==> src/rtl/vdp_port_pkg.sv <==
package vdp_port_pkg;

    localparam int unsigned ADDR_W = 14;
    localparam int unsigned BYTE_W = 8;
    localparam int unsigned IDX_W  = 4;

    typedef enum logic [1:0] {
        ACC_NONE  = 2'd0,
        ACC_READ  = 2'd1,
        ACC_WRITE = 2'd2
    } acc_e;

    typedef struct packed {
        logic              phase;
        logic [BYTE_W-1:0] first;
        logic [ADDR_W-1:0] addr;
        logic [BYTE_W-1:0] rbuf;
        acc_e              pend;
        logic              cram;
        logic              reg_we;
        logic [IDX_W-1:0]  reg_idx;
        logic [BYTE_W-1:0] reg_val;
    } port_state_t;

endpackage

==> src/rtl/vdp_ctrl_decode.sv <==
module vdp_ctrl_decode
    import vdp_port_pkg::*;
#(
    parameter bit LATER_VARIANT = 1'b1
) (
    input  logic [BYTE_W-1:0] first_b,
    input  logic [BYTE_W-1:0] second_b,
    output logic              is_reg,
    output logic              is_cram,
    output logic [IDX_W-1:0]  idx,
    output logic [ADDR_W-1:0] addr
);
    localparam int unsigned HI_W = ADDR_W - BYTE_W;

    assign addr = {second_b[HI_W-1:0], first_b};

    generate
        if (LATER_VARIANT) begin : g_later
            assign is_cram = second_b[7] & second_b[6];
            assign idx     = second_b[IDX_W-1:0];
        end else begin : g_classic
            assign is_cram = 1'b0;
            assign idx     = {1'b0, second_b[IDX_W-2:0]};
        end
    endgenerate

    assign is_reg = second_b[7] & ~is_cram;

endmodule

==> src/rtl/vdp_access_timer.sv <==
module vdp_access_timer #(
    parameter int unsigned LOAD_VAL = 7,
    localparam int unsigned CNT_W   = $clog2(LOAD_VAL + 1)
) (
    input  logic clk,
    input  logic rst_n,
    input  logic load,
    output logic ready
);
    logic [CNT_W-1:0] cnt_d, cnt_q;

    always_comb begin
        cnt_d = cnt_q;
        if (load) begin
            cnt_d = CNT_W'(LOAD_VAL);
        end else if (cnt_q != '0) begin
            cnt_d = cnt_q - 1'b1;
        end
    end

    always_ff @(posedge clk) begin
        if (!rst_n) cnt_q <= '0;
        else        cnt_q <= cnt_d;
    end

    assign ready = (cnt_q == '0);

endmodule

==> src/rtl/vdp_cpu_port.sv <==
module vdp_cpu_port
    import vdp_port_pkg::*;
#(
    parameter bit          LATER_VARIANT = 1'b1,
    parameter int unsigned WAIT_LATER    = 7,
    parameter int unsigned WAIT_CLASSIC  = 8,
    localparam int unsigned WAIT_CYC     = LATER_VARIANT ? WAIT_LATER : WAIT_CLASSIC
) (
    input  logic              clk,
    input  logic              rst_n,
    input  logic              cpu_ctrl,
    input  logic              cpu_wr,
    input  logic              cpu_rd,
    input  logic [BYTE_W-1:0] cpu_wdata,
    output logic [BYTE_W-1:0] cpu_rdata,
    input  logic              slot_grant,
    output logic [ADDR_W-1:0] vram_addr,
    output logic              vram_we,
    output logic              vram_re,
    output logic [BYTE_W-1:0] vram_wdata,
    input  logic [BYTE_W-1:0] vram_rdata,
    output logic              reg_we,
    output logic [IDX_W-1:0]  reg_idx,
    output logic [BYTE_W-1:0] reg_val,
    output logic              cram_sel
);
    port_state_t s_d, s_q;

    logic              ctrl_wr, data_wr, data_rd, cpu_act;
    logic              serve, timer_load, timer_ready;
    logic              dec_reg, dec_cram;
    logic [IDX_W-1:0]  dec_idx;
    logic [ADDR_W-1:0] dec_addr;

    vdp_ctrl_decode #(.LATER_VARIANT(LATER_VARIANT)) u_dec (
        .first_b  (s_q.first),
        .second_b (cpu_wdata),
        .is_reg   (dec_reg),
        .is_cram  (dec_cram),
        .idx      (dec_idx),
        .addr     (dec_addr)
    );

    vdp_access_timer #(.LOAD_VAL(WAIT_CYC)) u_timer (
        .clk   (clk),
        .rst_n (rst_n),
        .load  (timer_load),
        .ready (timer_ready)
    );

    assign ctrl_wr = cpu_wr & cpu_ctrl;
    assign data_wr = cpu_wr & ~cpu_ctrl;
    assign data_rd = cpu_rd & ~cpu_wr & ~cpu_ctrl;
    assign cpu_act = ctrl_wr | data_wr | data_rd;

    // A slot is taken only when the wait has run out and the host is quiet.
    assign serve = slot_grant & timer_ready & (s_q.pend != ACC_NONE) & ~cpu_act;

    always_comb begin
        s_d        = s_q;
        s_d.reg_we = 1'b0;
        timer_load = 1'b0;

        if (serve) begin
            if (s_q.pend == ACC_READ) s_d.rbuf = vram_rdata;
            s_d.addr = s_q.addr + 1'b1;
            s_d.pend = ACC_NONE;
        end

        if (data_wr) begin
            s_d.rbuf   = cpu_wdata;
            s_d.pend   = ACC_WRITE;
            s_d.phase  = 1'b0;
            s_d.cram   = 1'b0;
            timer_load = 1'b1;
        end else if (data_rd) begin
            s_d.pend   = ACC_READ;
            s_d.phase  = 1'b0;
            s_d.cram   = 1'b0;
            timer_load = 1'b1;
        end else if (ctrl_wr) begin
            if (!s_q.phase) begin
                s_d.first = cpu_wdata;
                s_d.phase = 1'b1;
            end else begin
                s_d.phase = 1'b0;
                s_d.cram  = 1'b0;
                if (dec_cram) begin
                    s_d.cram = 1'b1;
                end else if (dec_reg) begin
                    s_d.reg_we  = 1'b1;
                    s_d.reg_idx = dec_idx;
                    s_d.reg_val = s_q.first;
                end else begin
                    s_d.addr   = dec_addr;
                    s_d.pend   = ACC_READ;
                    timer_load = 1'b1;
                end
            end
        end
    end

    always_ff @(posedge clk) begin
        if (!rst_n) begin
            s_q <= '{phase: 1'b0, first: '0, addr: '0, rbuf: '0, pend: ACC_NONE,
                     cram: 1'b0, reg_we: 1'b0, reg_idx: '0, reg_val: '0};
        end else begin
            s_q <= s_d;
        end
    end

    assign cpu_rdata  = s_q.rbuf;
    assign vram_addr  = s_q.addr;
    assign vram_wdata = s_q.rbuf;
    assign vram_we    = serve & (s_q.pend == ACC_WRITE);
    assign vram_re    = serve & (s_q.pend == ACC_READ);
    assign reg_we     = s_q.reg_we;
    assign reg_idx    = s_q.reg_idx;
    assign reg_val    = s_q.reg_val;
    assign cram_sel   = s_q.cram;

endmodule

==> config.mk <==
export PLATFORM = sky130hd
export DESIGN_NAME = vdp_cpu_port
export DESIGN_NICKNAME = d
export VERILOG_FILES = /design/src/rtl/vdp_port_pkg.sv /design/src/rtl/vdp_ctrl_decode.sv /design/src/rtl/vdp_access_timer.sv /design/src/rtl/vdp_cpu_port.sv
export SDC_FILE = /design/constraint.sdc
export NUM_CORES = 1
export LEC_CHECK = 0
export ABC_AREA = 1
export BUFFER_PORTS_ARGS = -buffer_cell sky130_fd_sc_hd__buf_2
export CAP_MARGIN = 20
export CORE_UTILIZATION = 30
export CTS_CLUSTER_DIAMETER = 120
export DETAILED_ROUTE_END_ITERATION = 10
export PLACE_DENSITY = 0.51
export SYNTH_ARGS = -nofsm -noshare
export SYNTH_HDL_FRONTEND = slang
export SYNTH_HIERARCHICAL = 1
export SYNTH_SLANG_ARGS = --single-unit
==> constraint.sdc <==
create_clock -name clk -period 1.5 [get_ports clk]
set_input_delay 0.3 -clock clk [delete_from_list [all_inputs] [get_ports clk]]
set_output_delay 0.3 -clock clk [all_outputs]
set_load 0.02 [all_outputs]
# Word level (Yosys, flattened, before mapping)
# Index checks and enable logic that the tools add are counted.
# totals
reg_bits,50
ram_bits,0
in_bits,22
wordCells,77
out_inout_bits,46
latchBits,0
mem_count,0
romBits,0
# op_classes
addsub,2
bitwise_logic,22
shift,0
multipliers,0
order_cmp,0
n_reduce_logical,13
div_mod_pow,0
muxes,27
n_eq_ne,2
# ops
op,count
14-bit 2-to-1 mux,6
16-bit 2-to-1 mux,2
13-bit 2-to-1 mux,2
24-bit 2-to-1 mux,1
8-bit 2-to-1 mux,2
"14-bit by 1-bit adder with 14-bit output, second input constant",1
3-bit 2-to-1 mux,4
1-bit AND,11
1-bit NOT,9
1-bit 2-to-1 mux,8
2-bit nonzero test,4
6-bit AND reduction,1
6-bit OR reduction,1
2-bit 2-to-1 mux,2
2-bit AND reduction,2
4-bit AND reduction,1
3-bit zero test,1
3-bit nonzero test,1
3-bit OR reduction,1
"3-bit by 1-bit subtractor with 3-bit output, second input constant",1
"2-bit by 1-bit == test with 1-bit output, second input constant",1
"2-bit == test, second input constant",1
1-bit OR,2
2-bit OR reduction,1

# Logic depth before layout (Yosys ltp)
# depth
word_depth,13
mapped_depth,13
depth_no_buf,13

# Modules after synthesis
# Netlist, hierarchy kept.
# modules_own_cells
mod,area_per_inst_um2,seq_area_each_um2,cells_per_inst,instances
vdp_cpu_port,2607.5,940.9,369,1
vdp_access_timer,177.7,60.1,28,1
vdp_ctrl_decode,152.6,0.0,22,1

# Least setup slack after synthesis
# OpenSTA, ideal clock, no wires.
# synth_timing
path_kind,register to output
start,reg u_timer.cnt_q[0]
end,out vram_we
arrival_time_ns,1.560
path_buffers,0
required_time_ns,1.200
stages_incl_launch_ff,9
path_slack_ns,-0.360
cell_sequence,dfxtp_1 > inv_1 > ha_1 > nand2_1 > inv_1 > nand3_2 > nor2_8 > inv_2 > nor3_1
# synth_between
elab_chain_cells,5
# synth_rtl
item,line,rtl
start: declaration,vdp_access_timer.sv:10,"logic [CNT_W-1:0] cnt_d, cnt_q;"
start signal: assignment,vdp_access_timer.sv:23,else cnt_q <= cnt_d;
3-bit zero test,vdp_access_timer.sv:26,assign ready = (cnt_q == '0);
net timer_ready,vdp_cpu_port.sv:30,"logic serve, timer_load, timer_ready;"
1-bit AND (3 in a row),vdp_cpu_port.sv:57,assign serve = slot_grant & timer_ready & (s_q.pend != ACC_NONE) & ~cpu_act;
1-bit AND,vdp_cpu_port.sv:115,assign vram_we = serve & (s_q.pend == ACC_WRITE);
end: declaration,vdp_cpu_port.sv:18,"output logic vram_we,"
# The timed path passes the listed nets, and every way through them passes these cells.

# Worst setup path after layout
# layout_timing
start,reg u_timer.cnt_q[0]
end,out vram_re
# layout_between
elab_chain_cells,5
# layout_rtl
item,line,rtl
3-bit zero test,vdp_access_timer.sv:26,
net timer_ready,vdp_cpu_port.sv:30,
1-bit AND (3 in a row),vdp_cpu_port.sv:57,
1-bit AND,vdp_cpu_port.sv:116,assign vram_re = serve & (s_q.pend == ACC_READ);
end: declaration,vdp_cpu_port.sv:19,"output logic vram_re,"
# The timed path passes the listed nets, and every way through them passes these cells.

==> impl_metrics.json <==
{
  "status": "complete, but fails checks",
  "violations": "negative setup slack",
  "grt-ovfl-total": 0,
  "clock_path_buffers": 2,
  "grt_pass1_vias": 2404,
  "clkSinkCount": 50,
  "dr.pass1.iters": 4,
  "hold_path.class": "input port to register",
  "root_buffer": "clkbuf_8",
  "fp.dieH_microns": 101,
  "wirelength_microns": 7240,
  "numCtsBuffers": 5,
  "pwr-share-clk_pct": 34.9,
  "dieArea_sq_mm": 0.0102,
  "initial_core_util_pct": 31.3,
  "setup_viol": 23,
  "hpwl_microns": 5460,
  "wl_per_cell_microns": 12.1,
  "max_cap_violations": 0,
  "max_freq_mhz": 557,
  "post-synth-top-count-cell": "nor2_1",
  "cts_tree": "yes",
  "tightest_slew_ns": 0.366,
  "tns_ns": -3.46,
  "final_util_pct": 38.2,
  "synth_edf_count": 0,
  "switchingPower_uw": 788,
  "n_antenna_cell": 0,
  "grt_pass1_wl_microns": 11600,
  "synthTopCellsByCount": "nor2_1, nand2_1, buf_4",
  "clk_latency_ns": 0.31,
  "p_int_uw": 2150,
  "yosysTopAreaCellShare_pct": 34.1,
  "yosys_warnings": 6,
  "path_clk_slew_ns": 0.10,
  "ir_drop_v": 0.000501,
  "syn_inst": 419,
  "min_period_ns": 1.80,
  "power_frac_seq_pct": 48.2,
  "nets": 494,
  "num_vias": 2578,
  "crit_fanout": 2,
  "antenna_found_initial": 0,
  "swShare_pct": 26.8,
  "p_per_area_mw_per_mm2": 821,
  "pwr-share-comb_pct": 16.9,
  "power.total_uw": 2940,
  "leakage_uw": 0.00179,
  "area.growth.synth_to_final_pct": 21.8,
  "place.gp.congestion": 0.785,
  "drive_gt1_share_pct": 36.0,
  "synth_area_leaders": "dfxtp_1, buf_4, nor2_1, nand2_1, inv_1",
  "cp-start-kind": "register",
  "critical_path_required_ns": 1.20,
  "synth-async-reset-ratio_pct": 0,
  "grt_max_degree": 26,
  "rsz0062_at_grt": "true",
  "arrival_ns": 1.50,
  "endpoint_kind": "output pin",
  "ios": 68,
  "die_w_microns": 101,
  "viasPerCell": 4.30,
  "fin_ws_ns": -0.296,
  "htreeDepth": 2,
  "seq_area_frac_synth_pct": 34.1,
  "fin_crit_sh_pct": 120,
  "num_rows": 35,
  "holdWs_ns": 0.260,
  "remaining_drc_errors": 0,
  "synth-seq-cells": 50,
  "place_ws_ns": -0.0585,
  "io_buffers": 67,
  "cts_hold_buf": 0,
  "ys_dominant_reg_cell": "dfxtp_1",
  "synth_cell_types": 32,
  "synth_top_cell_by_area": "dfxtp_1",
  "syn_area_per_cell_sq_um": 7.01,
  "detail-route-antenna-nets": 0,
  "synth_fp_nets": 444,
  "final_max_slew_viol_count": 0,
  "path_class": "register to output pin",
  "slew_headroom_pct": 75.4,
  "first_iter_violations": 126,
  "hold_violations": 0,
  "fp.coreArea_sq_mm": 0.00937,
  "track_usage_pct": 14.5,
  "skew_ns": 0.0104,
  "synth_area_sq_mm": 0.00294
}
[repair_timing]
item	in CTS	in global routing
cloned	0	0
setup endpoints to repair	10	26
gates resized for setup	18	17
pin swaps	6	7
setup buffers	4	8
[layer usage]
| layer | global-route usage, % | wire length (microns) | up-vias |
|---|---|---|---|
| met4 | 5.02 | 135 | 0 |
| met2 | 24.1 | 3430 | 60 |
| met5 | 0 | 0 | - |
| met1 | 18.7 | 3280 | 1156 |
| li1 | - | - | 1352 |
| met3 | 3.05 | 386 | 10 |
[state kept, by name (all words and copies together), names as in the netlist]
| signal | count |
|---|---|
| vram_addr | 14 |
| s_q | 11 |
| cpu_rdata | 8 |
| reg_val | 8 |
| reg_idx | 4 |
| u_timer/cnt_q | 3 |
| cram_sel | 1 |
| reg_we | 1 |
[power groups by stage]
stage,Sequential [uW],Combinational [uW],Clock (uW)
after floorplan,1440,329,0
after global placement,1440,422,0
after detailed placement,1440,427,0
after CTS,1420,452,1050
after global routing,1420,555,1110
final,1420,496,1030
[critical path, stage by stage, from the launching register on]
cell	delay [ns]
dfxtp_2	0.33
inv_2	0.07
ha_4	0.15
nand2_4	0.05
inv_2	0.06
nand3_4	0.09
nor2_8	0.12
buf_12	0.12
nand2_4	0.05
clkinv_4	0.05
buf_6	0.10
[cell families after synthesis]
kind of cell / Yosys count / synth area share, %
AND/OR/NAND/NOR: 181 / 27.6
buffers and inverters: 123 / 24.4
AO/OA/AOI/OAI: 55 / 10.6
flip-flops: 50 / 34.1
XOR/XNOR: 7 / 2.09
adder cells (fa/ha/maj): 3 / 1.28
[final cells by class]
| cell class | count | area, sq um |
|---|---|---|
| clock buffer | 6 | 82.6 |
| clock inverter | 2 | 38.8 |
| fill | 1032 | 5790 |
| inverter | 52 | 203 |
| multi-input combinational | 246 | 1340 |
| sequential | 50 | 1000 |
| tap | 129 | 161 |
| timing repair buffer | 114 | 748 |
[path summary, 6_finish.rpt]
kind         depth (start not counted)             start            to  slack [ns]
max                                 10  u_timer/cnt_q[0]       vram_re       -0.30
min                                  3     vram_rdata[6]  cpu_rdata[6]        0.26
max reg2reg                         14  u_timer/cnt_q[0]  cpu_rdata[3]       -0.22
min reg2reg                          2          cram_sel      cram_sel        0.47
[cells in the final DEF (no fill, tap or decap), drive strengths merged]
| master | n |
|---|---|
| buf | 114 |
| nor2 | 78 |
| nand2 | 66 |
| inv | 52 |
| dfxtp | 50 |
| nand3 | 30 |
| o21ai | 27 |
| a21oi | 18 |
| a22oi | 6 |
| clkbuf | 6 |
| xor2 | 4 |
| nor3 | 4 |
| nand4 | 3 |
| xnor2 | 3 |
| ha | 3 |
| a31oi | 2 |
| clkinv | 1 |
| a211oi | 1 |
| o211ai | 1 |
| bufinv | 1 |
[through the flow]
stage                     cell area [sq um]  instances
after floorplan                        2980        419
after global placement                 3240        579
after detailed placement               3240        579
after CTS                              3450        591
after global routing                   3580        599
final                                  3580        599
Power figures use the tool's default switching activity.
